`src/rtl/pwb_pkg.sv`:
```
package pwb_pkg;

    typedef enum logic [2:0] {
        ST_IDLE = 3'd0,
        ST_ARM  = 3'd1,
        ST_LEAD = 3'd2,
        ST_BITS = 3'd3,
        ST_GAP  = 3'd4
    } pwb_state_e;

    localparam int unsigned STROBES_PER_BIT = 3;

endpackage

```
`src/rtl/pwb_len_clamp.sv`:
```
module pwb_len_clamp #(
    parameter int unsigned DATA_MIN = 8,
    parameter int unsigned DATA_MAX = 16,
    parameter int unsigned CRC_MAX  = 8,
    localparam int unsigned DLEN_W  = $clog2(DATA_MAX + 1),
    localparam int unsigned CLEN_W  = $clog2(CRC_MAX + 1)
) (
    input  logic [DLEN_W-1:0] raw_dlen,
    input  logic [CLEN_W-1:0] raw_clen,
    output logic [DLEN_W-1:0] lim_dlen,
    output logic [CLEN_W-1:0] lim_clen
);

    always_comb begin
        if (raw_dlen < DLEN_W'(DATA_MIN)) begin
            lim_dlen = DLEN_W'(DATA_MIN);
        end else if (raw_dlen > DLEN_W'(DATA_MAX)) begin
            lim_dlen = DLEN_W'(DATA_MAX);
        end else begin
            lim_dlen = raw_dlen;
        end

        if (raw_clen > CLEN_W'(CRC_MAX)) begin
            lim_clen = CLEN_W'(CRC_MAX);
        end else begin
            lim_clen = raw_clen;
        end
    end

endmodule

```
`src/rtl/pwb_crc_acc.sv`:
```
module pwb_crc_acc #(
    parameter int unsigned CRC_MAX = 8,
    parameter logic [CRC_MAX-1:0] TAPS = 'h03,
    localparam int unsigned CLEN_W = $clog2(CRC_MAX + 1),
    localparam int unsigned CPOS_W = $clog2(CRC_MAX)
) (
    input  logic               clk,
    input  logic               rst_n,
    input  logic               clr,
    input  logic               en,
    input  logic               din,
    input  logic [CLEN_W-1:0]  len,
    output logic [CRC_MAX-1:0] crc
);

    logic [CRC_MAX-1:0] crc_d, crc_q;
    logic [CRC_MAX-1:0] len_mask;
    logic [CRC_MAX-1:0] shifted;
    logic               top_bit;
    logic               feedback;

    always_comb begin
        for (int i = 0; i < CRC_MAX; i++) begin
            len_mask[i] = (i < int'(len));
        end
        top_bit  = (len == '0) ? 1'b0 : crc_q[CPOS_W'(len - CLEN_W'(1))];
        feedback = top_bit ^ din;
        shifted  = CRC_MAX'({crc_q, 1'b0});

        crc_d = crc_q;
        if (clr) begin
            crc_d = '0;
        end else if (en) begin
            crc_d = (shifted ^ (feedback ? TAPS : '0)) & len_mask;
        end
    end

    always_ff @(posedge clk or negedge rst_n) begin
        if (!rst_n) begin
            crc_q <= '0;
        end else begin
            crc_q <= crc_d;
        end
    end

    assign crc = crc_q;

endmodule

```
`src/rtl/pwb_gap_timer.sv`:
```
module pwb_gap_timer #(
    parameter int unsigned GAP_W = 8,
    localparam int unsigned REM_W = GAP_W + 2
) (
    input  logic             clk,
    input  logic             rst_n,
    input  logic             load,
    input  logic [GAP_W-1:0] count,
    input  logic             tick,
    output logic             expired
);

    logic [REM_W-1:0] rem_d, rem_q;

    always_comb begin
        rem_d = rem_q;
        if (load) begin
            rem_d = {2'b00, count} + {1'b0, count, 1'b0};
        end else if (tick && (rem_q != '0)) begin
            rem_d = rem_q - REM_W'(1);
        end
    end

    always_ff @(posedge clk or negedge rst_n) begin
        if (!rst_n) begin
            rem_q <= '0;
        end else begin
            rem_q <= rem_d;
        end
    end

    assign expired = (rem_q == '0);

endmodule

```
`src/rtl/pwb_frame_engine.sv`:
```
module pwb_frame_engine
    import pwb_pkg::*;
#(
    parameter int unsigned DATA_MIN = 8,
    parameter int unsigned DATA_MAX = 16,
    parameter int unsigned CRC_MAX  = 8,
    parameter logic [CRC_MAX-1:0] CRC_TAPS = 'h03,
    parameter int unsigned GAP_W    = 8,
    localparam int unsigned DLEN_W  = $clog2(DATA_MAX + 1),
    localparam int unsigned CLEN_W  = $clog2(CRC_MAX + 1),
    localparam int unsigned IDX_W   = $clog2(DATA_MAX + CRC_MAX + 1),
    localparam int unsigned DPOS_W  = $clog2(DATA_MAX),
    localparam int unsigned CPOS_W  = $clog2(CRC_MAX)
) (
    input  logic                clk,
    input  logic                rst_n,
    input  logic                bit_third,
    input  logic                start,
    input  logic [DATA_MAX-1:0] tx_data,
    input  logic [DLEN_W-1:0]   data_len,
    input  logic [CLEN_W-1:0]   crc_len,
    input  logic [GAP_W-1:0]    gap_len,
    input  logic                ret_in,
    output logic                frame_n,
    output logic                data_n,
    output logic                ready,
    output logic                rx_valid,
    output logic [DATA_MAX-1:0] rx_data,
    output logic                rx_crc_err
);

    localparam logic [1:0] LAST_PHASE = 2'(STROBES_PER_BIT - 1);

    typedef struct packed {
        pwb_state_e         state;
        logic [1:0]         phase;
        logic [IDX_W-1:0]   idx;
        logic [DLEN_W-1:0]  dlen;
        logic [CLEN_W-1:0]  clen;
        logic [GAP_W-1:0]   gap;
        logic [DATA_MAX-1:0] txd;
        logic [DATA_MAX-1:0] rxd;
        logic [CRC_MAX-1:0] rxc;
        logic               frame_n;
        logic               data_n;
        logic               rx_valid;
        logic               rx_err;
    } eng_t;

    localparam eng_t ENG_RESET = '{
        state:    ST_IDLE,
        phase:    2'd0,
        idx:      '0,
        dlen:     DLEN_W'(DATA_MIN),
        clen:     '0,
        gap:      '0,
        txd:      '0,
        rxd:      '0,
        rxc:      '0,
        frame_n:  1'b1,
        data_n:   1'b1,
        rx_valid: 1'b0,
        rx_err:   1'b0
    };

    eng_t q, n;

    logic [DLEN_W-1:0]  lim_dlen;
    logic [CLEN_W-1:0]  lim_clen;
    logic               gap_done;
    logic               gap_load;
    logic               crc_clr;
    logic               crc_en;
    logic [1:0]         acc_din;
    logic [CRC_MAX-1:0] acc_crc [2];

    logic [IDX_W-1:0]   dlen_x;
    logic [IDX_W-1:0]   clen_x;
    logic [DPOS_W-1:0]  dpos;
    logic [CPOS_W-1:0]  cpos;
    logic               in_data;
    logic               last_bit;
    logic               bit_end;
    logic               cur_bit;
    logic [CRC_MAX-1:0] rxc_shift;
    logic [CRC_MAX-1:0] clen_mask;

    pwb_len_clamp #(
        .DATA_MIN (DATA_MIN),
        .DATA_MAX (DATA_MAX),
        .CRC_MAX  (CRC_MAX)
    ) u_clamp (
        .raw_dlen (data_len),
        .raw_clen (crc_len),
        .lim_dlen (lim_dlen),
        .lim_clen (lim_clen)
    );

    // Slot 0 accumulates the outgoing CRC, slot 1 the CRC of the reply.
    assign acc_din[0] = cur_bit;
    assign acc_din[1] = ret_in;

    for (genvar g = 0; g < 2; g++) begin : g_crc
        pwb_crc_acc #(
            .CRC_MAX (CRC_MAX),
            .TAPS    (CRC_TAPS)
        ) u_acc (
            .clk   (clk),
            .rst_n (rst_n),
            .clr   (crc_clr),
            .en    (crc_en),
            .din   (acc_din[g]),
            .len   (q.clen),
            .crc   (acc_crc[g])
        );
    end

    pwb_gap_timer #(
        .GAP_W (GAP_W)
    ) u_gap (
        .clk     (clk),
        .rst_n   (rst_n),
        .load    (gap_load),
        .count   (q.gap),
        .tick    (bit_third),
        .expired (gap_done)
    );

    // Position decode for the bit slot in progress.
    always_comb begin
        dlen_x   = IDX_W'(q.dlen);
        clen_x   = IDX_W'(q.clen);
        in_data  = (q.idx < dlen_x);
        last_bit = (q.idx == (dlen_x + clen_x - IDX_W'(1)));
        dpos     = DPOS_W'(dlen_x - q.idx - IDX_W'(1));
        cpos     = CPOS_W'(dlen_x + clen_x - q.idx - IDX_W'(1));
        cur_bit  = in_data ? q.txd[dpos] : acc_crc[0][cpos];
        bit_end  = (q.state == ST_BITS) && bit_third && (q.phase == LAST_PHASE);
        crc_clr  = (q.state == ST_IDLE) && start;
        crc_en   = bit_end && in_data;
        gap_load = bit_end && last_bit;
        rxc_shift = CRC_MAX'({q.rxc, ret_in});
        for (int i = 0; i < CRC_MAX; i++) begin
            clen_mask[i] = (i < int'(q.clen));
        end
    end

    // Next-state logic.
    always_comb begin
        n = q;
        n.rx_valid = 1'b0;

        unique case (q.state)
            ST_IDLE: begin
                if (start) begin
                    n.state = ST_ARM;
                    n.txd   = tx_data;
                    n.dlen  = lim_dlen;
                    n.clen  = lim_clen;
                    n.gap   = gap_len;
                    n.rxd   = '0;
                    n.rxc   = '0;
                end
            end

            ST_ARM: begin
                if (bit_third) begin
                    n.frame_n = 1'b0;
                    n.phase   = 2'd0;
                    n.state   = ST_LEAD;
                end
            end

            ST_LEAD: begin
                if (bit_third) begin
                    if (q.phase == LAST_PHASE) begin
                        n.phase  = 2'd0;
                        n.idx    = '0;
                        n.data_n = 1'b0;
                        n.state  = ST_BITS;
                    end else begin
                        n.phase = q.phase + 2'd1;
                    end
                end
            end

            ST_BITS: begin
                if (bit_third) begin
                    if (q.phase == 2'd0) begin
                        n.phase = 2'd1;
                        if (cur_bit) begin
                            n.data_n = 1'b1;
                        end
                    end else if (q.phase == 2'd1) begin
                        n.phase  = LAST_PHASE;
                        n.data_n = 1'b1;
                    end else begin
                        n.phase = 2'd0;
                        if (in_data) begin
                            n.rxd = DATA_MAX'({q.rxd, ret_in});
                        end else begin
                            n.rxc = rxc_shift;
                        end
                        if (last_bit) begin
                            n.frame_n  = 1'b1;
                            n.rx_valid = 1'b1;
                            n.rx_err   = !in_data &&
                                         ((rxc_shift & clen_mask) != acc_crc[1]);
                            n.state    = ST_GAP;
                        end else begin
                            n.idx    = q.idx + IDX_W'(1);
                            n.data_n = 1'b0;
                        end
                    end
                end
            end

            ST_GAP: begin
                if (gap_done) begin
                    n.state = ST_IDLE;
                end
            end

            default: begin
                n = ENG_RESET;
            end
        endcase
    end

    always_ff @(posedge clk or negedge rst_n) begin
        if (!rst_n) begin
            q <= ENG_RESET;
        end else begin
            q <= n;
        end
    end

    assign frame_n    = q.frame_n;
    assign data_n     = q.data_n;
    assign ready      = (q.state == ST_IDLE);
    assign rx_valid   = q.rx_valid;
    assign rx_data    = q.rxd;
    assign rx_crc_err = q.rx_err;

endmodule

```
`config.mk`:
```
export PLATFORM = sky130hd
export DESIGN_NAME = pwb_frame_engine
export DESIGN_NICKNAME = d
export VERILOG_FILES = /design/src/rtl/pwb_pkg.sv /design/src/rtl/pwb_len_clamp.sv /design/src/rtl/pwb_crc_acc.sv /design/src/rtl/pwb_gap_timer.sv /design/src/rtl/pwb_frame_engine.sv
export SDC_FILE = /design/constraint.sdc
export NUM_CORES = 1
export LEC_CHECK = 0
export ABC_CLOCK_PERIOD_IN_PS = 5300
export BUFFER_PORTS_ARGS = -buffer_cell sky130_fd_sc_hd__buf_2
export CAP_MARGIN = 0
export CORE_ASPECT_RATIO = 2
export CORE_MARGIN = 2
export CORE_UTILIZATION = 55
export CTS_CLUSTER_DIAMETER = 60
export DETAILED_ROUTE_END_ITERATION = 6
export PLACE_DENSITY = 0.75
export SLEW_MARGIN = 10
export SYNTH_ARGS = -nofsm -noshare
export SYNTH_HDL_FRONTEND = slang
export SYNTH_SLANG_ARGS = --single-unit
```
`constraint.sdc`:
```
create_clock -name clk -period 5.3 [get_ports clk]
set_input_delay 0.53 -clock clk [delete_from_list [all_inputs] [get_ports clk]]
set_output_delay 0.53 -clock clk [all_outputs]
set_load 0.05 [all_outputs]
```
==> impl_metrics.toml, run 1 <==
[clock_tree]
clkSinkCount = 96
cts_made_buffers = 9
clock-root-buffer = "clkbuf_16"
cts_setup_buffers = 0
clkLatencyLatePin_ns = 0.35
cts_htree_levels = 3
cts_tree = "done"
clockBufferDepth = 2
clk_pin_slew_ns = 0.06
ctsHoldBuffers = 0
cts_resized = 0

[logic_synthesis]
synth_edf_count = 0
synthesis.area_sq_um = 5770
yosysSeqAreaShare = 0.417
ys_types = 75
yosysTopAreaCell = "dfrtp_1"
synth_area_leaders = "dfrtp_1, ha_1, nand2_1"
synth_seq_cells = 96
syn_avg_cell_area_sq_um = 9.94
yosysTopAreaCellShare = 0.404
yosys_warnings = 0
synthArstFlopShare = 1.00
syn-num-nets = 648
synth_flop_cell = "dfrtp_1"
synthCells = 580

[floorplanning]
die_height_um = 149
die_x_um = 76.4
core_area_sq_um = 10100
pin_count = 59
die-area_sq_um = 11400
initial_utilization = 0.568
row_count = 52

[cells_and_area]
n_antenna_cell = 0
final_area_sq_um = 6330
layout.cells.non_filler = 750
layout.nets = 679
final_core_util = 0.624
drive_gt1_frac = 0.182
area_growth_syn_to_layout_pct = 9.85

[critical_path]
worstPathArrival_ns = 3.81
crit_path_start_kind = "flop"
critPathMaxFanout = 9
r2r_setup_slack_ns = 1.72
endpoint_kind = "flop"
critPathKind = "reg -> reg"
required_ns = 5.54

[global_routing]
track_usage = 0.249
grt_pass1_vias = 4679
overflow = 0
grt_pass1_wl_mm = 22.3
grt_max_degree = 54
antenna_found_initial = 0

[placed_design]
numPlacedInstances = 735
pre_cts_slack_ns = 1.75
place_congestion = 0.920
dp_hpwl_mm = 9.78
placed_area_sq_um = 6040
port_buffers = 58

[timing]
setup_viol = 0
period_needed_ns = 3.58
setup_slack_ns = 1.72
hold_viol_final = 0
fin_crit_sh = 0.675
clock_skew_ns = 0.00534
fmax_mhz = 280
rsz0062_at_grt = "no"
relSlewSlack = 0.306
holdWs_ns = 0.172
fin_setup_tns_ns = 0
timing.final.max_slew_violations = 0
tightest_slew_ns = 1.03

[routing]
antenna_left = 0
wl_mm = 13.2
dr.pass1.iters = 4
drc_errors = 0
dr_total_vias = 4451
drtIter0Drc = 248
via_per_inst = 5.93
detail_route.wl_per_cell_um = 17.6

[outcome]
status = "completed"

[hold_path]
holdCritPathClass = "in -> async"

[pwr]
ir_drop_v = 0.000318
power_density_nw_per_um2 = 594
finalPower_mw = 3.76
p_leak_nw = 2.95

[flow_run]
maxCapViolCount = 0
-- path summary, 6_finish.rpt --
path | from | end | depth (start not counted)
max | clen_x[0]$_DFFE_PN0P_ | g_crc[0].u_acc.crc[1]$_DFFE_PN0P_ | 9
min | rst_n | rx_data[6]$_DFFE_PN0P_ | 1
max reg2reg | clen_x[0]$_DFFE_PN0P_ | g_crc[0].u_acc.crc[1]$_DFFE_PN0P_ | 9
min reg2reg | q[33]$_DFFE_PN0P_ | q[33]$_DFFE_PN0P_ | 1
max in group asynchronous | rst_n | g_crc[0].u_acc.crc[6]$_DFFE_PN0P_ | 2
min in group clk | data_len[1] | dlen_x[1]$_DFFE_PN0P_ | 2
-- cell usage in the layout (no fill, tap or decap), types with 2 or more instances in the layout --
cell type and instances:
clkbuf_16 9, or3_1 4, clkinvlp_4 3, nor2_2 2, a21oi_1 31, o21ai_0 43
a21o_1 9, a32o_1 3, xor2_1 9, nand2b_1 2, nor4_1 4, xnor2_1 22
buf_4 5, nand3_1 26, mux2_4 2, dfrtp_1 93, nor3_1 8, a22oi_1 3
nor2b_1 8, buf_2 57, fa_1 4, mux2i_1 12, nand3b_1 4, and3_1 8
dfstp_2 3, inv_1 31, a31oi_1 3, o31ai_1 3, a22o_1 30, nor2_1 16
a211oi_1 3, mux4_2 9, nand2_1 76, ha_1 26
-- sequential cells by signal, indices dropped and copies added (netlist names) --
register	flops
clen_x	4
data_n	1
dlen_x	5
frame_n	1
g_crc.u_acc.crc	16
q	41
rx_crc_err	1
rx_data	16
rx_valid	1
u_gap.rem_q	10
-- cell families (layout without fill, tap and decap cells) --
kind of cell    count (synthesis)  after routing  synth area share
simple gates                  169            169             0.141
compound gates                152            152             0.183
flops                          96             96             0.417
xor+xnor                       35             35            0.0614
fa+ha+maj                      30             30            0.0703
mux                            25             25            0.0677
buf+inv                        73            108            0.0601
-- synthesized netlist by cell type (all sizes together), types with 5 or more instances --
cell type   n
dfrtp      93
a21o        9
or3         5
a22o       30
mux4       10
inv        31
ha         26
mux2i      12
o21ai      45
xor2       10
buf        22
and3        8
a21oi      33
clkbuf     20
nand3      26
nor3        8
nor2b       8
nand2      77
nor2       18
xnor2      24
-- routing by layer --
layer / GRT usage / vias to the layer above / part of all wire
met2: 0.464 / 131 / 0.55
met1: 0.258 / 2164 / 0.36
li1: - / 2111 / -
met3: 0.0387 / 45 / 0.037
met4: 0.152 / 0 / 0.055
met5: 0 / - / 0
-- critical path: stages (launching register included) --
cell and delay [ns]:
dfrtp_1 0.58, ha_1 0.26, fa_1 0.50, fa_1 0.58
mux4_2 0.51, mux2i_1 0.15, nor2_1 0.09, a21oi_4 0.22
xnor3_1 0.33, a32o_1 0.26
-- final cells by class --
type,count,area [sq um]
fillers,858,3810
inverters,31,116
well taps,135,169
multi-input cells,411,3020
clock inverters,5,57.6
repair buffers,62,323
clock buffers,10,239
flip-flops and latches,96,2410
-- report_power, final --
part	total (mW)	internal, mW	switching, mW
clock	0.651	0.375	0.276
combinational	1.89	0.890	0.997
sequential	1.22	0.957	0.266
No activity file was read; power rests on OpenSTA's default activity.
==> run 2, diff against run 1 <==
ABC_CLOCK_PERIOD_IN_PS = 3300   (was 5300)
clock period = 3.3 ns   (was 5.3 ns; I/O delays follow)
==> run 2 against run 1 <==
Net effect: register-to-register slack got worse by 1.6 ns; clock power increased by 49%; total power increased by 64%; critical path depth unchanged; count of clock-buffer cells in the layout unchanged; combinational power increased by 73%; clock skew increased by 0.0070 ns; highest routed layer unchanged; via count increased by 2.6%; utilization increased by 1.3 points; sequential cell count unchanged; largest power group unchanged.
==> impl_metrics.toml, run 2 (synthesis gave the netlist of run 1 again) <==
[outcome]
status = "completed"

[cells_and_area]
layout.nets = 696
area_growth_syn_to_layout_pct = 12.2
layout_common_cells = "dfrtp_1, nand2_1, buf_2"
final_common_cell = "dfrtp_1"
drive_gt1_frac = 0.212
top_register = "q"
n_antenna_cell = 0
largest_reg_flops = 41

[routing]
detail_route.wl_per_cell_um = 17.4
dr_total_vias = 4566
dr.pass1.iters = 4
antenna_left = 0
wl_mm = 13.4
drtIter0Drc = 246
drc_errors = 0
via_per_inst = 5.95

[timing]
fin_setup_tns_ns = 0
hold_viol_final = 0
setup_viol = 0
setup_slack_ns = 0.0961
fin_crit_sh = 0.971
fmax_mhz = 312
relSlewSlack = 0.439
period_needed_ns = 3.20
timing.final.max_slew_violations = 0
tightest_slew_ns = 0.842
clock_skew_ns = 0.0124

[critical_path]
rr_worst_depth = 9
critPathMaxFanout = 2
r2r_setup_slack_ns = 0.1
r2r_end = "g_crc[0].u_acc.crc[1]$_DFFE_PN0P_"
max_stage_delay_ns = 0.57
crit_end = "g_crc[0].u_acc.crc[1]$_DFFE_PN0P_"
critPathKind = "reg -> reg"
cp_cell_sequence = "ha_4 -> fa_2 -> fa_1 -> mux4_2 -> mux2i_1 -> nor2_2 -> a21oi_4 -> xnor3_1 -> a32o_1"
r2r_start = "clen_x[0]$_DFFE_PN0P_"
worstPathArrival_ns = 3.44
startpoint = "clen_x[0]$_DFFE_PN0P_"
required_ns = 3.53
endpoint_kind = "flop"
crit_path_start_kind = "flop"
critPathSlowestCell = "fa_1"

[global_routing]
grt_pass1_wl_mm = 22.7
overflow = 0
track_usage = 0.251
met1_usage = 0.261
grtUsageMet3 = 0.0430
globalRoute.busiestLayer = "met2"
grt_pass1_vias = 4826
grt_max_degree = 58
use_met2 = 0.473
antenna_found_initial = 0

[clock_tree]
clockBufferDepth = 2
cts_tree = "done"
cts_htree_levels = 3
cts_made_buffers = 9
clk_pin_slew_ns = 0.07
clock-root-buffer = "clkbuf_16"
ctsHoldBuffers = 0
clkSinkCount = 96
clkLatencyLatePin_ns = 0.35

[floorplanning]
row_count = 52
die_height_um = 149
core_area_sq_um = 10100
initial_utilization = 0.568
die-area_sq_um = 11400
pin_count = 59
die_x_um = 76.4

[pwr]
power_density_nw_per_um2 = 954
ir_drop_v = 0.000532
p_leak_nw = 3.03

[placed_design]
dp_hpwl_mm = 10.1
port_buffers = 58
place_congestion = 0.935
pre_cts_slack_ns = 0.0621

[flow_run]
maxCapViolCount = 0

[hold_path]
holdCritPathClass = "in -> async"
-- run 2: cell types whose count changed in the layout (fill, tap and decap cells not counted), moves of 2 or more --
cell / delta
buf_4: +17
clkinv_4: +2
clkinvlp_4: -2
nor3_1: -2
nor3_2: +2
-- run 2: through the flow --
step | utilization | hold slack (ns) | cell area [sq um] | std cells | power [mW]
finish | 0.638 | 0.0408 | 6470 | 768 | 6.17
CTS | 0.632 | 0.0663 | 6420 | 765 | 6.11
detailed placement | 0.605 | 0.437 | 6140 | 749 | 5.12
floorplan | - | 0.0344 | 5770 | 580 | 4.33
global route | 0.638 | 0.0872 | 6470 | 768 | 6.63
global placement | 0.605 | 0.429 | 6140 | 749 | 5.00
-- run 2: worst min path at each step --
stage | from | to | slack (ns)
floorplan | rst_n | clen_x[0]$_DFFE_PN0P_ | 0.03
global route | rst_n | rx_data[7]$_DFFE_PN0P_ | 0.09
detailed placement | rst_n | rx_data[7]$_DFFE_PN0P_ | 0.44
CTS | rst_n | rx_data[7]$_DFFE_PN0P_ | 0.07
global placement | rst_n | rx_data[6]$_DFFE_PN0P_ | 0.43
finish | rst_n | rx_data[7]$_DFFE_PN0P_ | 0.04
-- run 2: final cells by class --
class / instances / area, sq um
Clock buffer: 10 / 229
Fill cell: 854 / 3680
Clock inverter: 6 / 43.8
Sequential cell: 96 / 2410
Timing Repair Buffer: 79 / 450
Multi-Input combinational cell: 411 / 3060
Tap cell: 135 / 169
Inverter: 31 / 116
-- run 2: worst max-delay path: cells and delay by family (launching register included) --
kind | cells | cell delay (ns)
compound gates | 2 | 0.40
simple gates | 1 | 0.07
flops | 1 | 0.42
xor+xnor | 1 | 0.31
fa+ha+maj | 3 | 1.20
mux | 2 | 0.69
-- run 2: repair_timing --
item / in CTS / in global routing
gates resized for setup: 0 / 7
buffers inserted: 0 / 3
setup endpoints to repair: 0 / 15
-- run 2: power breakdown --
group | switching [mW] | leakage (nW) | total (mW) | internal, mW
Clock | 0.458 | 0.133 | 0.972 | 0.514
Sequential | 0.393 | 1.26 | 1.93 | 1.54
Combinational | 1.71 | 1.64 | 3.27 | 1.56
Total | 2.56 | 3.03 | 6.17 | 3.61
-- run 2: layer usage --
layer / wire length [um] / up-vias
met5: 0 / -
met4: 552 / 0
met3: 496 / 39
met2: 7510 / 129
met1: 4830 / 2253
li1: - / 2145
